===== src/rtl/idec_pkg.sv =====
package idec_pkg;
  localparam int OPC_W = 5;

  typedef enum logic [OPC_W-1:0] {
    OP_NULL = 5'd0,  OP_MOV  = 5'd1,  OP_MOVI = 5'd2,  OP_LDM  = 5'd3,
    OP_STM  = 5'd4,  OP_AND  = 5'd5,  OP_OR   = 5'd6,  OP_NOT  = 5'd7,
    OP_INC  = 5'd8,  OP_DEC  = 5'd9,  OP_ADD  = 5'd10, OP_SUB  = 5'd11,
    OP_SHL  = 5'd12, OP_SHR  = 5'd13, OP_ROR  = 5'd14, OP_JMP  = 5'd15,
    OP_JMPR = 5'd16, OP_JZ   = 5'd17, OP_JZR  = 5'd18, OP_JNZ  = 5'd19,
    OP_JNZR = 5'd20, OP_JP   = 5'd21, OP_JPR  = 5'd22, OP_CALL = 5'd23,
    OP_RET  = 5'd24, OP_IN   = 5'd25, OP_OUT  = 5'd26, OP_HALT = 5'd27,
    OP_NOP  = 5'd28, OP_PUSH = 5'd29, OP_POP  = 5'd30, OP_RSVD = 5'd31
  } opc_e;

  typedef enum logic [3:0] {
    ALU_PASS_B = 4'd0, ALU_AND = 4'd1, ALU_OR  = 4'd2, ALU_NOT = 4'd3,
    ALU_ADD    = 4'd4, ALU_SUB = 4'd5, ALU_INC = 4'd6, ALU_DEC = 4'd7,
    ALU_SHL    = 4'd8, ALU_SHR = 4'd9, ALU_ROR = 4'd10
  } alu_e;

  typedef enum logic [2:0] {
    WS_ALU = 3'd0, WS_MEM = 3'd1, WS_PORT = 3'd2, WS_IMM = 3'd3, WS_LINK = 3'd4
  } wsrc_e;

  typedef enum logic [1:0] {RA_F1, RA_F2, RA_SP, RA_LINK} rasel_e;
  typedef enum logic [0:0] {RB_F2, RB_F1} rbsel_e;
  typedef enum logic [1:0] {WA_F1, WA_ACC, WA_LINK} wasel_e;

  typedef struct packed {
    rasel_e ra_sel;
    rbsel_e rb_sel;
    wasel_e wa_sel;
    logic   wr_en;
    wsrc_e  wr_src;
    alu_e   alu_op;
    logic   flag_en;
    logic   mem_rd;
    logic   mem_wr;
    logic   port_rd;
    logic   port_wr;
    logic   sp_inc;
    logic   sp_dec;
    logic   halt;
  } ctrl_t;
endpackage


===== src/rtl/idec_fields.sv =====
module idec_fields #(
  parameter int INSN_W = 16,
  parameter int REG_AW = 4,
  parameter int DATA_W = 16
) (
  input  logic [INSN_W-1:0]              instr,
  output logic [idec_pkg::OPC_W-1:0]     opc,
  output logic [REG_AW-1:0]              f1,
  output logic [REG_AW-1:0]              f2,
  output logic [DATA_W-1:0]              imm
);
  localparam int OPC_LO = INSN_W - idec_pkg::OPC_W;
  localparam int IMM_W  = OPC_LO;
  localparam int F1_HI  = OPC_LO - 1;
  localparam int F2_HI  = F1_HI - REG_AW;

  assign opc = instr[INSN_W-1 -: idec_pkg::OPC_W];
  assign f1  = instr[F1_HI -: REG_AW];
  assign f2  = instr[F2_HI -: REG_AW];
  assign imm = {{(DATA_W-IMM_W){1'b0}}, instr[IMM_W-1:0]};
endmodule


===== src/rtl/idec_table.sv =====
module idec_table
  import idec_pkg::*;
(
  input  logic [OPC_W-1:0] opc,
  output ctrl_t            ctrl
);
  always_comb begin
    ctrl = '0;
    case (opc)
      OP_MOV:  begin ctrl.wr_en = 1'b1; ctrl.alu_op = ALU_PASS_B; end
      OP_MOVI: begin ctrl.wr_en = 1'b1; ctrl.wa_sel = WA_ACC; ctrl.wr_src = WS_IMM; end
      OP_LDM:  begin
        ctrl.ra_sel = RA_F2; ctrl.wr_en = 1'b1; ctrl.wr_src = WS_MEM; ctrl.mem_rd = 1'b1;
      end
      OP_STM:  ctrl.mem_wr = 1'b1;
      OP_AND, OP_OR, OP_NOT, OP_ADD, OP_SUB: begin
        ctrl.wr_en = 1'b1; ctrl.wa_sel = WA_ACC; ctrl.flag_en = 1'b1;
        case (opc)
          OP_AND:  ctrl.alu_op = ALU_AND;
          OP_OR:   ctrl.alu_op = ALU_OR;
          OP_NOT:  ctrl.alu_op = ALU_NOT;
          OP_ADD:  ctrl.alu_op = ALU_ADD;
          default: ctrl.alu_op = ALU_SUB;
        endcase
      end
      OP_INC, OP_DEC, OP_SHL, OP_SHR, OP_ROR: begin
        ctrl.wr_en = 1'b1; ctrl.flag_en = 1'b1;
        case (opc)
          OP_INC:  ctrl.alu_op = ALU_INC;
          OP_DEC:  ctrl.alu_op = ALU_DEC;
          OP_SHL:  ctrl.alu_op = ALU_SHL;
          OP_SHR:  ctrl.alu_op = ALU_SHR;
          default: ctrl.alu_op = ALU_ROR;
        endcase
      end
      OP_CALL: begin ctrl.wr_en = 1'b1; ctrl.wa_sel = WA_LINK; ctrl.wr_src = WS_LINK; end
      OP_RET:  ctrl.ra_sel = RA_LINK;
      OP_IN:   begin ctrl.wr_en = 1'b1; ctrl.wr_src = WS_PORT; ctrl.port_rd = 1'b1; end
      OP_OUT:  ctrl.port_wr = 1'b1;
      OP_HALT: ctrl.halt = 1'b1;
      OP_PUSH: begin
        ctrl.ra_sel = RA_SP; ctrl.rb_sel = RB_F1; ctrl.mem_wr = 1'b1; ctrl.sp_inc = 1'b1;
      end
      OP_POP:  begin
        ctrl.ra_sel = RA_SP; ctrl.wr_en = 1'b1; ctrl.wr_src = WS_MEM;
        ctrl.mem_rd = 1'b1; ctrl.sp_dec = 1'b1;
      end
      default: ctrl = '0;
    endcase
  end
endmodule


===== src/rtl/idec_halt.sv =====
module idec_halt #(
  parameter bit HALT_REG = 1'b1
) (
  input  logic clk,
  input  logic rst,
  input  logic dec_halt,
  output logic halt
);
  generate
    if (HALT_REG) begin : g_reg
      logic halt_q;
      always_ff @(posedge clk) begin
        if (rst)           halt_q <= 1'b0;
        else if (dec_halt) halt_q <= 1'b1;
      end
      assign halt = halt_q;

      a_r11_halt_sticky: assert property (@(posedge clk) disable iff (rst)
        halt |=> halt)
        else $error("a_r11_halt_sticky");
      a_r11_halt_cause: assert property (@(posedge clk) disable iff (rst)
        dec_halt |=> halt)
        else $error("a_r11_halt_cause");
    end else begin : g_comb
      assign halt = dec_halt;
    end
  endgenerate
endmodule


===== src/rtl/insn_decoder.sv =====
module insn_decoder
  import idec_pkg::*;
#(
  parameter int INSN_W   = 16,
  parameter int REG_AW   = 4,
  parameter int DATA_W   = 16,
  parameter int ACC_IDX  = 1,
  parameter int LINK_IDX = 2,
  parameter int SP_IDX   = 13,
  parameter bit HALT_REG = 1'b1
) (
  input  logic              clk,
  input  logic              rst,
  input  logic [INSN_W-1:0] instr,
  output logic [REG_AW-1:0] rd_addr_a,
  output logic [REG_AW-1:0] rd_addr_b,
  output logic [REG_AW-1:0] wr_addr,
  output logic              wr_en,
  output logic [2:0]        wr_src,
  output logic [3:0]        alu_op,
  output logic [DATA_W-1:0] imm,
  output logic              flag_en,
  output logic              mem_rd,
  output logic              mem_wr,
  output logic              port_rd,
  output logic              port_wr,
  output logic              sp_inc,
  output logic              sp_dec,
  output logic              halt
);
  localparam logic [REG_AW-1:0] ACC_A  = REG_AW'(ACC_IDX);
  localparam logic [REG_AW-1:0] LINK_A = REG_AW'(LINK_IDX);
  localparam logic [REG_AW-1:0] SP_A   = REG_AW'(SP_IDX);

  logic [OPC_W-1:0]  opc;
  logic [REG_AW-1:0] f1, f2;
  ctrl_t             ctrl;

  idec_fields #(.INSN_W(INSN_W), .REG_AW(REG_AW), .DATA_W(DATA_W)) u_fields (
    .instr(instr), .opc(opc), .f1(f1), .f2(f2), .imm(imm)
  );

  idec_table u_table (.opc(opc), .ctrl(ctrl));

  idec_halt #(.HALT_REG(HALT_REG)) u_halt (
    .clk(clk), .rst(rst), .dec_halt(ctrl.halt), .halt(halt)
  );

  always_comb begin
    case (ctrl.ra_sel)
      RA_F2:   rd_addr_a = f2;
      RA_SP:   rd_addr_a = SP_A;
      RA_LINK: rd_addr_a = LINK_A;
      default: rd_addr_a = f1;
    endcase
    rd_addr_b = (ctrl.rb_sel == RB_F1) ? f1 : f2;
    case (ctrl.wa_sel)
      WA_ACC:  wr_addr = ACC_A;
      WA_LINK: wr_addr = LINK_A;
      default: wr_addr = f1;
    endcase
  end

  assign wr_en   = ctrl.wr_en;
  assign wr_src  = ctrl.wr_src;
  assign alu_op  = ctrl.alu_op;
  assign flag_en = ctrl.flag_en;
  assign mem_rd  = ctrl.mem_rd;
  assign mem_wr  = ctrl.mem_wr;
  assign port_rd = ctrl.port_rd;
  assign port_wr = ctrl.port_wr;
  assign sp_inc  = ctrl.sp_inc;
  assign sp_dec  = ctrl.sp_dec;

  a_r4_strobe_onehot: assert property (@(posedge clk) disable iff (rst)
    $onehot0({mem_rd, mem_wr, port_rd, port_wr}))
    else $error("a_r4_strobe_onehot");
  a_r7_push_addr: assert property (@(posedge clk) disable iff (rst)
    sp_inc |-> (mem_wr && rd_addr_a == SP_A && !wr_en))
    else $error("a_r7_push_addr");
  a_r7_pop_addr: assert property (@(posedge clk) disable iff (rst)
    sp_dec |-> (mem_rd && rd_addr_a == SP_A && wr_en && wr_src == WS_MEM))
    else $error("a_r7_pop_addr");
  a_r12_flag_alu: assert property (@(posedge clk) disable iff (rst)
    flag_en |-> (wr_en && wr_src == WS_ALU && !mem_rd && !port_rd))
    else $error("a_r12_flag_alu");
  a_r5_acc_target: assert property (@(posedge clk) disable iff (rst)
    (flag_en && wr_addr != rd_addr_a) |-> (wr_addr == ACC_A))
    else $error("a_r5_acc_target");
endmodule


===== config.mk =====
export PLATFORM = sky130hd
export DESIGN_NAME = insn_decoder
export DESIGN_NICKNAME = d
export VERILOG_FILES = /design/src/rtl/idec_pkg.sv /design/src/rtl/idec_fields.sv /design/src/rtl/idec_table.sv /design/src/rtl/idec_halt.sv /design/src/rtl/insn_decoder.sv
export SDC_FILE = /design/constraint.sdc
export NUM_CORES = 1
export LEC_CHECK = 0
export CORE_ASPECT_RATIO = 1.2
export CORE_MARGIN = 10
export CORE_UTILIZATION = 34
export DETAILED_ROUTE_END_ITERATION = 10
export PLACE_DENSITY = 0.88
export SLEW_MARGIN = 20
export SYNTH_ARGS = -nofsm -noshare
export SYNTH_HDL_FRONTEND = slang
export SYNTH_SLANG_ARGS = --single-unit

===== constraint.sdc =====
create_clock -name clk -period 6 [get_ports clk]
set_input_delay 1.8 -clock clk [delete_from_list [all_inputs] [get_ports clk]]
set_output_delay 1.8 -clock clk [all_outputs]
set_load 0.05 [all_outputs]

# Word level (Yosys, flattened, before mapping)
# Index checks and enable logic that the tools add are counted.
[totals]
reg_bits = 1
latch_bits = 0
ramBits = 0
romBits = 0
inputBits = 18
output_inout_bits = 44
elab_cells = 53
mem_count = 0
[classes]
n_addsub = 0
multipliers = 0
div = 0
order_cmp = 0
eq_ne = 26
shift = 0
mux = 18
n_bitwise = 0
n_reduce_logical = 8
[op_table]
columns = ["cell", "n"]
rows = [
  ["$eq 5x4->1 const B", 7],
  ["$eq 5x5->1 const B", 7],
  ["$pmux 3 s4", 2],
  ["$eq 5x3->1 const B", 4],
  ["$pmux 4 s2", 2],
  ["$pmux 4 s4", 1],
  ["$reduce_or 16->1", 1],
  ["$pmux 4 s3", 1],
  ["$eq 5x2->1 const B", 2],
  ["$reduce_or 10->1", 1],
  ["$reduce_or 5->1", 2],
  ["$mux 1", 9],
  ["$eq 2x2->1 const B", 3],
  ["$pmux 2 s3", 1],
  ["$reduce_or 2->1", 3],
  ["$reduce_or 6->1", 1],
  ["$eq 5x1->1 const B", 1],
  ["$eq 2x1->1 const B", 2],
  ["$mux 4", 1],
  ["$pmux 2 s2", 1],
]

# Longest topological paths before layout
# Gate-level depths: netlist of run 1.
[depth]
ltp_word = 5
mapped_depth = 7
mapped_depth_nobuf = 5

# Cells and area by module
# A second synthesis of run 1 with hierarchy kept.
[hier_totals]
cells_unflattened = 119
hier_area_um2 = 837.1
[modules_own_cells]
columns = ["mod", "instances", "cells_per_inst", "area_per_inst_um2", "seq_area_each_um2"]
rows = [
  ["idec_table", 1, 65, 405.4, 0.0],
  ["idec_fields", 1, 30, 221.5, 0.0],
  ["insn_decoder", 1, 22, 180.2, 0.0],
  ["idec_halt", 1, 2, 30.0, 20.0],
]

# Least setup slack after synthesis of run 1
# OpenSTA, ideal clock, no wires.
[synth_timing]
path_kind = "input to output"
startpoint = "input instr[14]"
endpoint = "output wr_en"
t_arrival_ns = 3.532
path_slack_ns = 0.668
stages = 4
n_path_buf = 1
cell_sequence = "buf_6 -> nor2b_1 -> o22ai_1 -> a221oi_1"
[synth_via]
elab_chain_len = 3
elab_cells_between_ends = 18
classes_between = "eq/ne: 16; mux: 1; reduce/logical: 1"
[synth_lines]
columns = ["element", "line_no", "source"]
rows = [
  ["start: declaration", "insn_decoder.sv:14", "input logic [INSN_W-1:0] instr,"],
  ["$eq 5x1->1 (tied with other cells)", "idec_table.sv:9", "case (opc)"],
  ["$reduce_or 16->1 (no line) (*)", "--", ""],
  ["$mux 1 (*)", "idec_table.sv:9", ""],
  ["end: declaration", "insn_decoder.sv:18", "output logic wr_en,"],
]
# Every way passes the cells marked *; elsewhere a longest branch is shown, timed or not.

# Final worst setup path of run 1
[layout_timing]
startpoint = "input instr[14]"
endpoint = "output wr_addr[0]"
[layout_via]
elab_chain_len = 5
elab_cells_between_ends = 12
classes_between = "eq/ne: 9; mux: 2; reduce/logical: 1"
[layout_lines]
columns = ["element", "line_no", "source"]
rows = [
  ["$eq 5x3->1 (tied with other cells)", "idec_table.sv:9", ""],
  ["$reduce_or 6->1 (no line)", "--", ""],
  ["$pmux 2 s2 (*)", "idec_table.sv:9", ""],
  ["$eq 2x2->1 or $eq 2x1->1 (tied branches)", "insn_decoder.sv:57", "case (ctrl.wa_sel)"],
  ["$pmux 4 s2 (*)", "insn_decoder.sv:57", ""],
  ["end: declaration", "insn_decoder.sv:17", "output logic [REG_AW-1:0] wr_addr,"],
]
# Marked as above.

==> results.toml, run 1 <==
[run_status]
status = "complete, no violations"

[global_route]
gr-usage-all-layers_pct = 11.1
grt_start_max_net_pins = 16
grt_antenna_before_repair = 0
grt_pass1_wl_um = 4310
grt_pass1_vias = 872
gr-total-overflow = 0

[drt]
drt-initial-drc-count = 25
wl_per_cell_um = 15.6
dr_total_vias = 815
ant_nets = 0
route.detailed.drc = 0
avgViaCountPerCell = 4.85
wl_um = 2620
dr.pass1.iters = 4

[worst_setup_path]
cp-start-kind = "primary input"
cp_max_fo = 7
endpoint_kind = "output port"
crit_type = "primary input to output port"
arrival_ps = 3780
worstPathRequired_ps = 4200

[sta]
finalCritPeriodShare_pct = 93.0
rsz0062_at_grt = "no"
hold_ws_ps = 515
skew_ps = 0
slew_headroom_pct = 65.8
max_freq_ghz = 0.179
tightest_slew_ps = 511
setup_violations = 0
fin_ws_ps = 421
fin_crit_ps = 5580
fin_tns_setup_ps = 0
finalHoldViolations = 0
slew_violations = 0

[power]
swShare_pct = 60.1
seqPwrFrac_pct = 5.0
switchingPower_uw = 84.6
leakage_uw = 0.000537
power.ir.vdd_worst_uv = 49.0
clock_power_share_pct = 0
p_total_uw = 141
power_density_nw_per_um2 = 117
p_int_uw = 56.1
combPwrFrac_pct = 95.0

[synthesis]
synthFlopType = "dfxtp_1"
synth_edf_count = 0
synth_area_per_cell_um2 = 7.09
netlist_instances = 102
synth_cell_types = 41
yosysWarnings = 0
netlist_area_um2 = 723
synthArstFlopShare_pct = 0
synth-seq-cells = 1
synth-seq-area-share_pct = 2.77

[place]
dp_hpwl_um = 2250
dp_worst_setup_slack_ps = 441
portBuffers = 50
place_inst = 168
place_congestion = 0.814

[layout]
fin_cells = 168
fill_cells = 180
largest_register_ffs = 1
area_delta_synth_final_pct = 66.8
final_cell_mix = "clkdlybuf4s50_1 (23), buf_4 (23), nor2_1 (10), buf_12 (10)"
fin_nets = 160
antenna_cells = 0
drive_above_1_share_pct = 33.3

[clock_tree]
cts_setup_buffers = 0
hold_buffers = 0
post_cts_resize_count = 0
clkTransAtPathRegs_ps = 0
clock_latency_ps = 0

[floorplanning]
design.core.area_um2 = 2050
fp.dieH_um = 70.5
ios = 62
initial_utilization_pct = 35.3
row_count = 18
die_area_um2 = 4380
die_w_um = 62.1

[flow_run]
drv_cap = 0

[worst_hold_path]
hold_class = "register to register"
-- layer usage --
| metal | global-route usage, % | up-vias | part of all wire (%) |
|---|---|---|---|
| met5 | 0 | - | 0 |
| met4 | 0 | 0 | 0 |
| met3 | 3.03 | 0 | 7.2 |
| met2 | 21.2 | 40 | 48 |
| met1 | 12.4 | 368 | 44 |
| li1 | - | 407 | - |
-- worst max-delay path, stage by stage --
cell,delay [ps]
clkdlybuf4s50_1,580
nor2b_1,190
o21ai_0,140
a21o_1,200
ha_1,330
mux2_2,340
buf_4,190
-- cell usage after synthesis (all sizes together) (2+ instances only) --
cell	n	area, µm²
buf	22	165
a21oi	3	15.0
clkbuf	2	7.51
a311o	3	30.0
nand3	4	20.0
and2	4	25.0
mux2	6	67.6
o21a	2	15.0
and3	3	18.8
inv	6	22.5
nor2b	3	18.8
nand2	5	26.3
ha	2	25.0
nor3	2	15.0
nor2	11	48.8
nand2b	3	18.8
a31oi	2	12.5
-- logic make-up after synthesis --
logic type / Yosys count / share of synthesized area (%)
compound gates: 22 / 24.0
xor+xnor: 1 / 1.21
fa+ha+maj: 2 / 3.46
buf+inv: 30 / 27.0
flops: 1 / 2.77
mux: 7 / 10.7
other cells: 1 / 0.519
simple gates: 38 / 30.3
-- power by group through the flow --
stage | registers [µW] | clock network (µW) | logic, µW
after detailed placement | 7.01 | 0 | 134
final | 7.01 | 0 | 134
after floorplan | 7.51 | 0 | 96.2
after CTS | 7.01 | 0 | 134
after global routing | 7.04 | 0 | 140
after global placement | 7.00 | 0 | 132
-- area by class of cell --
type	instances	area [µm²]	share of cell area [%]
inverters	6	22.5	1.87
multi-input cells	75	523	43.4
well taps	30	37.5	3.11
repair buffers	56	603	50.0
flip-flops and latches	1	20.0	1.66
-- path summary, 6_finish.rpt --
kind                            depth (start not counted)        start          end  slack, ps
worst max-delay path                                    7    instr[14]   wr_addr[0]        420
worst min-delay path                                    2  u_halt.halt  u_halt.halt        520
worst max register to register                          2  u_halt.halt  u_halt.halt       5350
worst min register to register                          2  u_halt.halt  u_halt.halt        520
-- stage by stage --
| stage | area (µm²) | utilization (%) |
|---|---|---|
| final | 1210 | 58.9 |
| after global routing | 1210 | 58.9 |
| after CTS | 1210 | 58.9 |
| after detailed placement | 1210 | 58.9 |
| after global placement | 1210 | 58.9 |
| after floorplan | 738 | - |
(Power assumes the default switching activity.)
==> run 2: changes to the inputs <==
Settings changed: CELL_PAD_IN_SITES_DETAIL_PLACEMENT set to 0, CELL_PAD_IN_SITES_GLOBAL_PLACEMENT set to 1, CORE_UTILIZATION 34 to 22, GPL_TIMING_DRIVEN set to 0, HOLD_SLACK_MARGIN set to 0.12, PLACE_DENSITY 0.88 to 0.89.
==> run 2 against run 1 <==
  * Flip-flop and latch count unchanged
  * Final area increased by 7.4%
  * Sequential share of layout area is 0.11 points lower
  * Final cell count rose by 15%
  * Critical path depth is 1 lower
  * Sequential power is essentially flat
  * Via count increased by 7.1%
  * Clock skew unchanged
  * Largest cell class unchanged
  * Highest routed layer is now met4
==> results.toml, run 2 (synthesized netlist as in run 1, its figures left out) <==
[sta]
fin_crit_ps = 5850
fin_ws_ps = 150
finalHoldViolations = 0
setup_violations = 0
hold_ws_ps = 484
slew_violations = 0
finalCritPeriodShare_pct = 97.5
slew_headroom_pct = 64.5
fin_tns_setup_ps = 0
rsz0062_at_grt = "no"
skew_ps = 0
tightest_slew_ps = 531
max_freq_ghz = 0.171

[floorplanning]
ios = 62
fp.dieH_um = 82.8
die_w_um = 72.3
initial_utilization_pct = 23.3
die_area_um2 = 5990
row_count = 22
design.core.area_um2 = 3110

[layout]
antenna_cells = 0
multi_input_area_um2 = 526
fin_nets = 179
drive_above_1_share_pct = 24.2
area_delta_synth_final_pct = 79.1
fill_cells = 329
mostFrequentLayoutCell = "clkdlybuf4s50_1"
largest_register_ffs = 1
final_cell_mix = "clkdlybuf4s50_1 (46), buf_4 (17), nor2_1 (10), inv_1 (6), mux2_2 (6)"
fin_cells = 193
design_area_um2 = 1290
seq_area_um2 = 20.0

[flow_run]
drv_cap = 0

[run_status]
status = "complete, no violations"

[power]
clock_power_share_pct = 0
p_int_uw = 57.8
leakage_uw = 0.000566
seqPwrFrac_pct = 4.8
power.ir.vdd_worst_uv = 62.4
power_density_nw_per_um2 = 112
swShare_pct = 60.3
switchingPower_uw = 87.8
combPwrFrac_pct = 95.2

[place]
dp_worst_setup_slack_ps = -277
portBuffers = 51
place_congestion = 0.712
postPlaceCellArea_um2 = 1290
place_inst = 193
dp_hpwl_um = 2360

[drt]
dr.pass1.iters = 4
wl_um = 2720
avgViaCountPerCell = 4.52
wl_per_cell_um = 14.1
drt-initial-drc-count = 18
ant_nets = 0
dr_total_vias = 873
route.detailed.drc = 0

[global_route]
grt_antenna_before_repair = 0
gr-usage-all-layers_pct = 8.41
gr-total-overflow = 0
grt_start_max_net_pins = 11
grt_pass1_vias = 865
grt_pass1_wl_um = 4430

[worst_setup_path]
endpoint_kind = "output port"
cp-start-kind = "primary input"
cp_top_family = "buffers and inverters"
cp_max_fo = 9
slowest_delay_ps = 720
worstPathRequired_ps = 4200
crit_top_cell = "clkdlybuf4s50_1"
reg2reg_setup_slack_ps = 5400
arrival_ps = 4050
crit_type = "primary input to output port"
slowest_stage = "clkdlybuf4s50_1"
critical_path_buf_inv_count = 3
crit_chain = "clkdlybuf4s50_1 -> and2_1 -> clkbuf_1 -> a2bb2oi_2 -> a311o_1 -> clkdlybuf4s50_1"

[clock_tree]
clkTransAtPathRegs_ps = 0
clock_latency_ps = 0
hold_buffers = 0

[worst_hold_path]
hold_class = "register to register"
## run 2: cell count changes in the layout (fill, tap and decap cells not counted), sizes merged
cell / before / now
dlygate4sd2: 0 / 2
buf: 33 / 21
clkdlybuf4s15: 0 / 1
dlymetal6s2s: 0 / 1
clkbuf: 0 / 4
clkdlybuf4s50: 23 / 46
## run 2: layout make-up
cell class              count  share of cell area (%)
flip-flops and latches      1                    1.55
repair buffers             51                    39.1
well taps                  36                    3.48
inverters                   6                    1.74
plain buffers              24                    13.5
multi-input cells          75                    40.6
## run 2: tightest hold or removal path, cell delays in order (launching register included)
cell	delay [ps]
dfxtp_1	310
a31oi_1	40
nor2_1	80
## run 2: repair_timing
item	in CTS	in global routing
pin swaps	0	0
setup buffers	0	0
gates resized for setup	6	5
endpoints found under the setup margin	4	4
endpoints found under the hold margin	0	0
## run 2: worst paths after layout
check,endpoint,depth (start not counted),startpoint
min reg2reg,u_halt.halt,2,u_halt.halt
max,rd_addr_a[2],6,instr[11]
min,u_halt.halt,2,u_halt.halt
max reg2reg,u_halt.halt,2,u_halt.halt
## run 2: power groups by stage
stage	Sequential, µW	Combinational, µW	Clock [µW]
floorplan	7.51	96.2	0
global placement	7.00	140	0
detailed placement	7.01	140	0
CTS	7.01	139	0
global route	7.04	146	0
finish	7.01	139	0
## run 2: per-stage QoR
step / power, µW / utilization, %
final: 146 / 41.6
after global routing: 153 / 41.6
after detailed placement: 147 / 41.6
after floorplan: 104 / -
after CTS: 146 / 41.5
after global placement: 147 / 41.6
## run 2: layer usage
| metal | wire, µm | track usage [%] | vias up |
|---|---|---|---|
| met4 | 27 | 0.703 | 0 |
| met1 | 1070 | 9.13 | 395 |
| met5 | 0 | 0 | - |
| li1 | - | - | 447 |
| met3 | 189 | 2.50 | 2 |
| met2 | 1430 | 15.7 | 29 |
